<file path="src/rtl/strap_cfg_pkg.sv">
package strap_cfg_pkg;

   localparam int CLUSTER_W = 2;

   typedef struct packed {
      logic                 tristate;
      logic                 bist;
      logic                 no_mcerr;
      logic                 no_binit;
      logic [CLUSTER_W-1:0] cluster;
      logic                 no_park;
   } opt_t;

   localparam opt_t OPT_NONE = '0;

endpackage

</file>
<file path="src/rtl/strap_sync.sv">
module strap_sync #(
   parameter int             W       = 1,
   parameter int             STAGES  = 2,
   parameter logic [W-1:0]   RST_VAL = '0
) (
   input  logic         clk,
   input  logic         arst_n,
   input  logic [W-1:0] d,
   output logic [W-1:0] q
);

   generate
      if (STAGES < 2) begin : g_bad_stages
         $error("strap_sync needs at least two stages");
      end
      if (W < 1) begin : g_bad_width
         $error("strap_sync width must be positive");
      end
   endgenerate

   logic [W-1:0] stg [STAGES];

   always_ff @(posedge clk or negedge arst_n) begin
      if (!arst_n) begin
         for (int i = 0; i < STAGES; i++) stg[i] <= RST_VAL;
      end else begin
         stg[0] <= d;
         for (int i = 1; i < STAGES; i++) stg[i] <= stg[i-1];
      end
   end

   assign q = stg[STAGES-1];

endmodule

</file>
<file path="src/rtl/strap_decode.sv">
module strap_decode
   import strap_cfg_pkg::*;
#(
   parameter int ADDR_W       = 16,
   parameter bit ACTIVE_LOW   = 1'b1,
   parameter int POS_BIST     = 3,
   parameter int POS_NO_MCERR = 9,
   parameter int POS_NO_BINIT = 10,
   parameter int POS_CID_LO   = 11,
   parameter int POS_NO_PARK  = 15
) (
   input  logic [ADDR_W-1:0] addr_pin,
   input  logic              smi_pin,
   output opt_t              opt,
   output logic              illegal
);

   function automatic logic [ADDR_W-1:0] legal_mask();
      logic [ADDR_W-1:0] m;
      m = '0;
      m[POS_BIST]     = 1'b1;
      m[POS_NO_MCERR] = 1'b1;
      m[POS_NO_BINIT] = 1'b1;
      m[POS_NO_PARK]  = 1'b1;
      for (int i = 0; i < CLUSTER_W; i++) m[POS_CID_LO+i] = 1'b1;
      return m;
   endfunction

   localparam logic [ADDR_W-1:0] LEGAL = legal_mask();

   logic [ADDR_W-1:0] addr_on;
   logic              smi_on;

   generate
      if (ACTIVE_LOW) begin : g_low
         assign addr_on = ~addr_pin;
         assign smi_on  = ~smi_pin;
      end else begin : g_high
         assign addr_on = addr_pin;
         assign smi_on  = smi_pin;
      end
   endgenerate

   always_comb begin
      opt          = OPT_NONE;
      opt.tristate = smi_on;
      opt.bist     = addr_on[POS_BIST];
      opt.no_mcerr = addr_on[POS_NO_MCERR];
      opt.no_binit = addr_on[POS_NO_BINIT];
      opt.cluster  = addr_on[POS_CID_LO +: CLUSTER_W];
      opt.no_park  = addr_on[POS_NO_PARK];
   end

   assign illegal = |(addr_on & ~LEGAL);

endmodule

</file>
<file path="src/rtl/strap_capture.sv">
module strap_capture
   import strap_cfg_pkg::*;
(
   input  logic clk,
   input  logic arst_n,
   input  logic rst_level,
   input  opt_t opt_in,
   input  logic illegal_in,
   output opt_t opt_out,
   output logic illegal_out,
   output logic valid
);

   logic rst_q;
   logic pg_dropped;
   opt_t opt_q;
   logic ill_q;
   logic capture;

   // rising synchronised reset level marks the end of a reset sequence
   assign capture = rst_level & ~rst_q;

   always_ff @(posedge clk or negedge arst_n) begin
      if (!arst_n) begin
         rst_q      <= 1'b0;
         pg_dropped <= 1'b1;
         opt_q      <= OPT_NONE;
         ill_q      <= 1'b0;
         opt_out    <= OPT_NONE;
         illegal_out<= 1'b0;
         valid      <= 1'b0;
      end else begin
         rst_q <= rst_level;
         // one-cycle delay aligns straps with the last asserted reset sample
         opt_q <= opt_in;
         ill_q <= illegal_in;
         valid <= capture;
         if (capture) begin
            opt_out          <= opt_q;
            opt_out.tristate <= opt_q.tristate & pg_dropped;
            illegal_out      <= ill_q;
            pg_dropped       <= 1'b0;
         end
      end
   end

endmodule

</file>
<file path="src/rtl/strap_cfg_latch.sv">
module strap_cfg_latch
   import strap_cfg_pkg::*;
#(
   parameter int ADDR_W       = 16,
   parameter int SYNC_STAGES  = 2,
   parameter bit ACTIVE_LOW   = 1'b1,
   parameter int POS_BIST     = 3,
   parameter int POS_NO_MCERR = 9,
   parameter int POS_NO_BINIT = 10,
   parameter int POS_CID_LO   = 11,
   parameter int POS_NO_PARK  = 15
) (
   input  logic                 clk,
   input  logic                 rst_n,
   input  logic                 pwr_good,
   input  logic                 strap_smi_n,
   input  logic [ADDR_W-1:0]    strap_addr_n,
   output logic                 opt_tristate,
   output logic                 opt_bist,
   output logic                 opt_no_mcerr,
   output logic                 opt_no_binit,
   output logic [CLUSTER_W-1:0] opt_cluster_id,
   output logic                 opt_no_park,
   output logic                 strap_illegal,
   output logic                 cfg_valid
);

   localparam int             SW        = ADDR_W + 1;
   localparam logic [SW-1:0]  STRAP_IDLE = ACTIVE_LOW ? {SW{1'b1}} : {SW{1'b0}};
   localparam int             CID_TOP   = POS_CID_LO + CLUSTER_W - 1;

   generate
      if (POS_NO_PARK >= ADDR_W || CID_TOP >= ADDR_W ||
          POS_NO_BINIT >= ADDR_W || POS_NO_MCERR >= ADDR_W || POS_BIST >= ADDR_W) begin : g_bad_pos
         $error("strap position outside the address strap range");
      end
      if (SYNC_STAGES < 2) begin : g_bad_sync
         $error("at least two synchroniser stages required");
      end
   endgenerate

   logic          blk_rst_n;
   logic          rst_level;
   logic [SW-1:0] strap_sync_q;
   opt_t          opt_dec;
   logic          ill_dec;
   opt_t          opt_cur;

   // power-good asserts clear asynchronously and releases synchronously
   strap_sync #(.W(1), .STAGES(SYNC_STAGES), .RST_VAL(1'b0)) u_pg_sync (
      .clk    (clk),
      .arst_n (pwr_good),
      .d      (1'b1),
      .q      (blk_rst_n)
   );

   strap_sync #(.W(1), .STAGES(SYNC_STAGES), .RST_VAL(1'b0)) u_rst_sync (
      .clk    (clk),
      .arst_n (blk_rst_n),
      .d      (rst_n),
      .q      (rst_level)
   );

   strap_sync #(.W(SW), .STAGES(SYNC_STAGES), .RST_VAL(STRAP_IDLE)) u_strap_sync (
      .clk    (clk),
      .arst_n (blk_rst_n),
      .d      ({strap_smi_n, strap_addr_n}),
      .q      (strap_sync_q)
   );

   strap_decode #(
      .ADDR_W       (ADDR_W),
      .ACTIVE_LOW   (ACTIVE_LOW),
      .POS_BIST     (POS_BIST),
      .POS_NO_MCERR (POS_NO_MCERR),
      .POS_NO_BINIT (POS_NO_BINIT),
      .POS_CID_LO   (POS_CID_LO),
      .POS_NO_PARK  (POS_NO_PARK)
   ) u_dec (
      .addr_pin (strap_sync_q[ADDR_W-1:0]),
      .smi_pin  (strap_sync_q[ADDR_W]),
      .opt      (opt_dec),
      .illegal  (ill_dec)
   );

   strap_capture u_cap (
      .clk         (clk),
      .arst_n      (blk_rst_n),
      .rst_level   (rst_level),
      .opt_in      (opt_dec),
      .illegal_in  (ill_dec),
      .opt_out     (opt_cur),
      .illegal_out (strap_illegal),
      .valid       (cfg_valid)
   );

   assign opt_tristate   = opt_cur.tristate;
   assign opt_bist       = opt_cur.bist;
   assign opt_no_mcerr   = opt_cur.no_mcerr;
   assign opt_no_binit   = opt_cur.no_binit;
   assign opt_cluster_id = opt_cur.cluster;
   assign opt_no_park    = opt_cur.no_park;

endmodule

</file>
<file path="config.mk">
export PLATFORM = sky130hd
export DESIGN_NAME = strap_cfg_latch
export DESIGN_NICKNAME = d
export VERILOG_FILES = /design/src/rtl/strap_cfg_pkg.sv /design/src/rtl/strap_sync.sv /design/src/rtl/strap_decode.sv /design/src/rtl/strap_capture.sv /design/src/rtl/strap_cfg_latch.sv
export SDC_FILE = /design/constraint.sdc
export NUM_CORES = 1
export LEC_CHECK = 0
export BUFFER_PORTS_ARGS = -buffer_cell sky130_fd_sc_hd__buf_4
export CELL_PAD_IN_SITES_DETAIL_PLACEMENT = 1
export CELL_PAD_IN_SITES_GLOBAL_PLACEMENT = 1
export CORE_ASPECT_RATIO = 1.25
export CORE_MARGIN = 5
export CORE_UTILIZATION = 49
export CTS_CLUSTER_DIAMETER = 100
export DETAILED_ROUTE_END_ITERATION = 12
export PLACE_DENSITY_LB_ADDON = 0.1
export SKIP_LAST_GASP = 1
export SYNTH_ARGS = -nofsm -noshare
export SYNTH_HDL_FRONTEND = slang
export SYNTH_SLANG_ARGS = --single-unit
</file>
<file path="constraint.sdc">
create_clock -name clk -period 3.4 [get_ports clk]
set_input_delay 0.68 -clock clk [delete_from_list [all_inputs] [get_ports clk]]
set_output_delay 0.68 -clock clk [all_outputs]
set_load 0.02 [all_outputs]
</file>
==> results.md, run 1 <==
* Status: completed
* Top cell type's share of synthesized area at 0.5448
* Initial antenna violation count at 0
* Number of distinct library cells after synthesis at 12
* Post-cts sizing count at 0
* Worst VDD drop at 432.7 uV
* DR vias at 713
* Hold crit path type: in -> async
* Placer Congestion at 0.5989
* Post-synthesis sequential area ratio at 0.8710
* Syn Inst Count at 82
* Comb pwr share at 0.052
* Post-Route WL at 2.293 mm
* Sequential Power Share at 0.529
* TritonCTS clock tree: yes
* Synth Area per Inst at 20.58 um^2
* Power Dens Cells at 675.3 nW/um^2
* Row count at 23
* Maxcap violations at 0
* Most area-hungry cell type in the Yosys netlist: dfstp_2
* Setup Viol. Count Final at 0
* Total CTS buffers at 9
* Clock Sinks at 57
* R2r endpoint: u_cap.opt_out[3]
* Worst-path maximum fanout at 2
* # hold bufs at CTS at 0
* Worst Max-Slew Pin Slew at 1.081 ns
* Area Growth Syn to Fin at 25.72%
* Post-synth ARST share at 1.000
* R2R cell count at 2
* Max-slew violation count at 0
* Initial Util at 0.5190
* Pleak at 0.9655 nW
* Clock power share at 0.419
* DR WL/cell at 14.15 um
* CP max stage delay at 0.38 ns
* Longest Clk Path Bufs at 2
* Achievable frequency at 652.0 MHz
* Post-route antenna net violation count at 0
* Final Core Density at 0.6526
* DPL Wire Length at 1.392 mm
* Synth warnings at 0
* Internal at 1.134 mW
* Complex-gate fraction of the synthesized area at 0
* Total Routing Usage GR at 0.1165
* Drt pass-1 iters at 2
* Layout cells sized above 1 at 0.7040
* XOR/XNOR share of the synthesized area at 0
* Cell family with most CP delay: flip-flops
* Clk pin slew, worst setup/hold paths at 0.06 ns
* Worst R2R Setup Slack at 2.22 ns
* Final hold vios at 0
* Largest family of logic cells by synthesized area: multiplexers
* Number of flops mapped to enable cells by yosys at 0
* Root buffer cell: clkbuf_8
* Die Height at 75.62 um
* Layout Nets at 140
* Post-CTS setup buffers at 0
* Area of the mapped netlist at 1688 um^2
* #FFs+latches synth at 57
* CP bufs+invs at 1
* Synth Area in Simple Gates at 0.02891
* N_diodes at 0
* Setup CP Type: reg -> out
* PortBufs at 28
* Die area at 4726 um^2
* Slew HR at 0.2793
* Reg2reg start: u_rst_sync.q
* Vias in the first global route at 839
* DRC Markers at 0
* Global route overflow at 0
* First-pass GRT wire length at 3.967 mm
* RSZ-0062 raised after global routing: false
* Crit path DAT at 0.85 ns
* Clock latency on the worst-skew pair at 0.31 ns
* Startpoint Class: flop
* Syn nets at 102
* # H-tree levels at 3
* Worst EP required at 2.72 ns
* Core box area at 3252 um^2
* Ordered cell list for the critical path: buf_4
* Cell with the most instances after synthesis: dfstp_2
* CP endpoint kind: output pin
* Setup Skew at 0.006163 ns
* DR iter-0 viols at 20
* Fin crit period at 1.534 ns
* Fin crit share at 0.4511
* Net Switching at 0.2994 mW
* Largest net degree at the start of global routing at 56
* Num ports at 29
* Die width at 62.50 um
* Main synth FF type: dfstp_2
* Mux share of post-synthesis cell area at 0.06820
* Sw frac at 0.2089
* Synth area leaders: dfstp_2 (54%), dfrtp_1 (33%), mux2_4 (6.2%), inv_1 (1.8%), buf_12 (1.2%)
* Setup TNS at 0 ns
* Top cells by count, synth: dfstp_2 (35), dfrtp_1 (22), inv_1 (8)
* Critical-path top delay cell: dfrtp_1
* DR vias/cell at 4.401
* Post-synthesis adder-cell area fraction at 0
-- metrics by stage --
stage / total power [mW] / hold slack [ns] / cells / area [um^2] / setup slack (ns)
final: 1.433 / 0.1316 / 162 / 2122 / 1.866
after global routing: 1.502 / 0.1088 / 162 / 2122 / 1.814
after CTS: 1.457 / 0.1179 / 162 / 2122 / 1.847
after detailed placement: 0.8454 / 0.3465 / 146 / 1926 / 2.187
after global placement: 0.8407 / 0.3358 / 146 / 1926 / 2.203
after floorplan: 0.8029 / 0.3312 / 82 / 1688 / 1.757
-- logic make-up (layout without fill, tap and decap cells) --
family,after synthesis,in the layout
mux,8,8
simple gates,7,7
other cells,1,1
buf+inv,9,52
flops,57,57
-- cell usage in the layout, fill, tap and decap left out, drive strengths merged --
cell type and n:
dfstp 35, buf 28, dfrtp 22, clkbuf 11, inv 8, mux2 7
nand2 2, nand4 2, clkinv 2, clkinvlp 2, or3 1, nor2b 1
and2b 1, mux2i 1, bufinv 1, conb 1
-- power groups by stage --
| stage | clock (mW) | sequential, mW | combinational [mW] |
|---|---|---|---|
| final | 0.601 | 0.759 | 0.0740 |
| after global routing | 0.658 | 0.765 | 0.0790 |
| after CTS | 0.621 | 0.760 | 0.0756 |
| after detailed placement | 0 | 0.771 | 0.0748 |
| after global placement | 0 | 0.767 | 0.0732 |
| after floorplan | 0 | 0.778 | 0.0246 |
-- sequential cells by signal (all words and copies together), names as in the netlist, 7 cells and up --
signal            flops
u_cap.opt_q           7
u_cap.opt_out         7
u_strap_sync.stg     17
u_strap_sync.q       17
-- per-layer routing --
metal / global-route usage / up-vias / wire length [um]
met3: 0.04572 / 4 / 161
met4: 0.1061 / 0 / 61
met1: 0.1262 / 351 / 875
li1: - / 330 / -
met5: 0 / - / 0
met2: 0.1786 / 28 / 1195
-- worst max-delay path by stage --
| stage | startpoint | endpoint | slack, ns | depth (start not counted) |
|---|---|---|---|---|
| 2_1_floorplan | u_pg_sync.q | u_cap.ill_q | 1.76 | 0 |
| 3_3_place_gp | u_cap.opt_out[1] | opt_cluster_id[0] | 2.20 | 1 |
| 3_5_place_dp | u_pg_sync.q | u_cap.valid | 2.19 | 0 |
| 4_1_cts | u_cap.opt_out[5] | opt_bist | 1.85 | 1 |
| 5_1_grt | u_cap.opt_out[2] | opt_cluster_id[1] | 1.81 | 1 |
| 6_report | u_cap.opt_out[2] | opt_cluster_id[1] | 1.87 | 1 |
-- final cells by class --
type,count,area [um^2]
multi-input cells,16,167.7
well taps,37,46.29
clock buffers,11,141.4
flip-flops and latches,57,1471
repair buffers,28,210.2
clock inverters,5,55.05
fillers,302,1130
inverters,8,30.03
(Power assumes the default switching activity.)
==> inputs of run 2 (changes only) <==
Settings changed: CORE_UTILIZATION 49 to 41.
Clock period 3.4 ns to 1.4 ns, I/O delays scaled along.
==> run 2 against run 1 <==
Core utilization decreased by 12 points. Combinational power increased to 2.9 times the previous value. Setup slack got worse by 1.6 ns. Routed wire length decreased by 3.1%. First-iteration DRC count increased by 40%. Final area increased by 0.88%. Largest power group unchanged. Highest routed layer unchanged. Non-clock buffer count increased by 3. Count of clock-buffer cells in the layout increased by 4. Sequential share of layout area decreased by 0.61 points. Sequential cell count unchanged. Die area increased by 17%. Clock skew increased by 0.0012 ns.
==> results.md, run 2 (same netlist as run 1, synthesis figures left out) <==
* Num ports at 29
* Die width at 67.39 um
* Layout cells sized above 1 at 0.6772
* DPL Wire Length at 1.496 mm
* Pleak at 0.9678 nW
* Clock power share at 0.383
* Placer Congestion at 0.6037
* Hold crit path type: in -> reg
* Final hold vios at 0
* Max-slew violation count at 0
* DR vias at 749
* Power Dens Cells at 1537 nW/um^2
* TritonCTS clock tree: yes
* Fin crit period at 1.174 ns
* Layout Nets at 143
* Global route overflow at 0
* Achievable frequency at 852.2 MHz
* Net Switching at 0.6635 mW
* Setup Viol. Count Final at 0
* Row count at 26
* DR WL/cell at 12.15 um
* DR vias/cell at 4.093
* WHS at 0.06290 ns
* Drt pass-1 iters at 2
* Setup Skew at 0.007326 ns
* Die Height at 81.74 um
* Root buffer cell: clkbuf_8
* Total CTS buffers at 9
* Sequential Power Share at 0.553
* Setup TNS at 0 ns
* Area Growth Syn to Fin at 26.83%
* Post-CTS setup buffers at 0
* Status: completed
* Crit path DAT at 1.37 ns
* Clock latency on the worst-skew pair at 0.32 ns
* Commonest non-fill, non-tap cell in the layout: dfstp_2
* Startpoint Class: flop
* Internal at 2.628 mW
* Worst EP required at 1.60 ns
* Comb pwr share at 0.064
* # H-tree levels at 3
* Sw frac at 0.2016
* Maxcap violations at 0
* Fill count at 414
* CP endpoint kind: flop
* RSZ-0062 raised after global routing: false
* Worst-path maximum fanout at 10
* Post-route antenna net violation count at 0
* Clk pin slew, worst setup/hold paths at 0.06 ns
* Most frequent cells in the layout: dfstp_2 (35), buf_4 (30), dfrtp_1 (21), clkbuf_8 (11), inv_1 (8)
* Die area at 5508 um^2
* Core box area at 4034 um^2
* Setup CP Type: reg -> reg
* Vias in the first global route at 829
* Longest Clk Path Bufs at 2
* Fin crit share at 0.8382
* First-pass GRT wire length at 3.843 mm
* Final Core Density at 0.5307
* DR iter-0 viols at 28
* Clock Sinks at 57
* N_diodes at 0
* Initial antenna violation count at 0
* Post-Route WL at 2.223 mm
* DRC Markers at 0
* Initial Util at 0.4184
* Largest net degree at the start of global routing at 33
* PortBufs at 28
* Total Routing Usage GR at 0.1056
* Worst VDD drop at 950.8 uV
* Tot Pwr at 3.291 mW
* Post-cts sizing count at 0
==> run 2: layer usage <==
metal	vias to the layer above	global-route usage	part of all wire
met5	-	0	0
met4	0	0.1156	0.051
met3	8	0.04241	0.067
met2	27	0.1563	0.51
met1	381	0.1056	0.37
li1	333	-	-
==> run 2: final timing paths <==
kind | from | to | slack [ns] | cells past startpoint
max in group asynchronous | u_pg_sync.q | u_strap_sync.q[14] | 0.81 | 1
worst min-delay path | strap_addr_n[3] | u_strap_sync.stg[20] | 0.06 | 1
worst max-delay path | u_cap.rst_q | u_cap.opt_out[2] | 0.23 | 2
min in group asynchronous | u_pg_sync.q | u_rst_sync.stg[1] | 0.24 | 1
worst min register to register | u_pg_sync.q | u_rst_sync.stg[1] | 0.24 | 1
worst max register to register | u_cap.rst_q | u_cap.opt_out[2] | 0.23 | 2
==> run 2: layout make-up <==
| type | instances | area [um^2] | share of cell area |
|---|---|---|---|
| clock buffer | 15 | 166.4 | 0.07773 |
| inverter | 8 | 30.03 | 0.01403 |
| tap | 56 | 70.07 | 0.03273 |
| multi-input combinational | 16 | 167.7 | 0.07832 |
| timing repair buffer | 31 | 235.2 | 0.1099 |
| sequential | 57 | 1471 | 0.6873 |
==> run 2: power by group through the flow <==
stage / Clock (mW) / Sequential (mW) / Combinational, mW
floorplan: 0 / 1.89 / 0.0597
global placement: 0 / 1.84 / 0.208
detailed placement: 0 / 1.85 / 0.215
CTS: 1.32 / 1.82 / 0.217
global route: 1.39 / 1.83 / 0.231
finish: 1.26 / 1.82 / 0.211
==> run 2: per-stage QoR <==
| stage | area [um^2] | instances | setup WS (ns) |
|---|---|---|---|
| 3_5_place_dp | 1964 | 167 | 0.2239 |
| 4_1_cts | 2141 | 183 | 0.2155 |
| 6_report | 2141 | 183 | 0.2265 |
| 2_1_floorplan | 1689 | 82 | 0.3560 |
| 3_3_place_gp | 1964 | 167 | 0.2463 |
| 5_1_grt | 2141 | 183 | 0.1730 |
==> run 2: what timing repair did <==
item,CTS,global route
hold endpoints to repair,2,0
endpoints found under the setup margin,0,0
hold buffers,1,0
==> run 2: critical path: stages (launching register included) <==
cell     delay, ns
dfrtp_1       0.39
nor2b_4       0.33
mux2_4        0.34
==> inputs of run 3 (changes only) <==
Settings changed: CORE_UTILIZATION 41 to 45.
Clock period 1.4 ns to 1.12 ns, I/O delays scaled along.
==> run 3 against run 2 <==
Setup slack got worse by 0.21 ns. Clock skew barely moved. Count of clock-buffer cells in the layout fell by 2. Critical path type unchanged. Highest routed layer unchanged.
==> results.md, run 3 (same netlist as run 1, synthesis figures left out) <==
* Die width at 64.78 um
* Largest net degree at the start of global routing at 56
* Root buffer cell: clkbuf_8
* PortBufs at 28
* Vias in the first global route at 1021
* Clock Sinks at 57
* CP max stage delay at 0.51 ns
* Initial antenna violation count at 0
* Drt pass-1 iters at 3
* Total Routing Usage GR at 0.1318
* DR vias/cell at 4.404
* Hold crit path type: in -> async
* Initial Util at 0.4573
* Num ports at 29
* TritonCTS clock tree: yes
* Max-slew violation count at 0
* Commonest non-fill, non-tap cell in the layout: dfstp_2
* # H-tree levels at 3
* Setup TNS at 0 ns
* DR iter-0 viols at 8
* Final hold vios at 0
* Worst-path maximum fanout at 1
* Most frequent cells in the layout: dfstp_2 (35), buf_4 (31), dfrtp_1 (21), dlygate4sd3_1 (19), clkbuf_8 (11)
* Worst R2R Setup Slack at 0.02 ns
* Status: completed
* DR WL/cell at 14.30 um
* Longest Clk Path Bufs at 2
* Worst EP required at 1.31 ns
* Power Dens Cells at 1864 nW/um^2
* Row count at 25
* Achievable frequency at 910.0 MHz
* Placer Congestion at 0.6306
* DR vias at 850
* Pleak at 1.110 nW
* Die area at 5084 um^2
* Cell family with most CP delay: flip-flops
* Reg2reg start: u_strap_sync.q[8]
* Final Core Density at 0.6573
* Startpoint Class: flop
* Maxcap violations at 0
* Post-route antenna net violation count at 0
* CP startpoint: u_strap_sync.q[8]
* First-pass GRT wire length at 4.774 mm
* Ordered cell list for the critical path: nand4_1 -> or3_1
* Core box area at 3691 um^2
* CP endpoint kind: flop
* Worst VDD drop at 1006 uV
* Setup CP Type: reg -> reg
* Area Growth Syn to Fin at 43.74%
* RSZ-0062 raised after global routing: true
* CP bufs+invs at 0
* Post-route cell area at 2426 um^2
* Clock latency on the worst-skew pair at 0.32 ns
* Die Height at 78.48 um
* Total CTS buffers at 9
* Fin crit share at 0.9811
* Clk pin slew, worst setup/hold paths at 0.06 ns
* Layout cells sized above 1 at 0.6275
* Post-Route WL at 2.760 mm
* Critical-path top delay cell: dfstp_2
* Setup Skew at 0.007505 ns
* Fin crit period at 1.099 ns
* Crit path DAT at 1.29 ns
* Setup Viol. Count Final at 0
* N_diodes at 0
* Placed Area at 1969 um^2
* Global route overflow at 0
* Layout Nets at 168
* DPL Wire Length at 1.527 mm
* DRC Markers at 0
[run 3: changes by cell type in the layout (fill, tap and decap cells not counted)]
cell	before	now
clkinv_2	0	2
buf_6	0	4
bufinv_16	0	1
buf_4	30	31
clkbuf_1	4	2
buf_12	0	2
dlygate4sd3_1	1	19
[run 3: per-layer routing]
metal,GRT usage,up-vias,routed length [um]
met5,0,-,0
met4,0.07611,0,36
met3,0.05436,5,146
met2,0.2262,27,1607
met1,0.1316,433,970
li1,-,385,-
[run 3: power breakdown]
part	switching, mW	internal (mW)	total (mW)
Sequential	0.0492	2.23	2.28
Combinational	0.147	0.239	0.387
Clock	0.715	1.14	1.86
Total	0.912	3.61	4.52
[run 3: cell type report]
cell class / count / area [um^2]
Clock buffer: 13 / 158.9
Clock inverter: 3 / 40.04
Fill cell: 325 / 1265
Inverter: 8 / 30.03
Multi-Input combinational cell: 16 / 167.7
Sequential cell: 57 / 1471
Tap cell: 40 / 50.05
Timing Repair Buffer: 56 / 508.0
[run 3: timing repair]
action                                  4_1_cts  5_1_grt
endpoints found under the setup margin        2        8
hold buffers                                 19        0
pin swaps                                     0        0
setup buffers                                 1        6
resized for setup                             1        3
endpoints found under the hold margin        20        0
[run 3: final timing paths]
kind | end | depth (start not counted)
hold reg to reg | u_cap.opt_q[1] | 1
hold / removal | u_pg_sync.q | 2
setup / recovery | u_cap.ill_q | 2
min in group clk | u_pg_sync.q | 0
setup reg to reg | u_cap.ill_q | 2
max in group asynchronous | u_strap_sync.stg[20] | 1
[run 3: metrics by stage]
stage | std cells | hold WS (ns) | setup slack (ns) | power, mW
floorplan | 82 | -0.07159 | 0.07598 | 2.438
global placement | 151 | 0.006512 | 0.05474 | 2.573
detailed placement | 151 | 0.007818 | 0.02583 | 2.591
CTS | 187 | 0.2052 | -0.007004 | 4.540
global route | 193 | 0.2178 | -0.04049 | 4.750
finish | 193 | 0.2269 | 0.02112 | 4.522
[run 3: worst reg2reg max path: cells and delay by family, from the launching register on]
family | cells | cell delay, ns
simple gates | 2 | 0.47
flops | 1 | 0.51
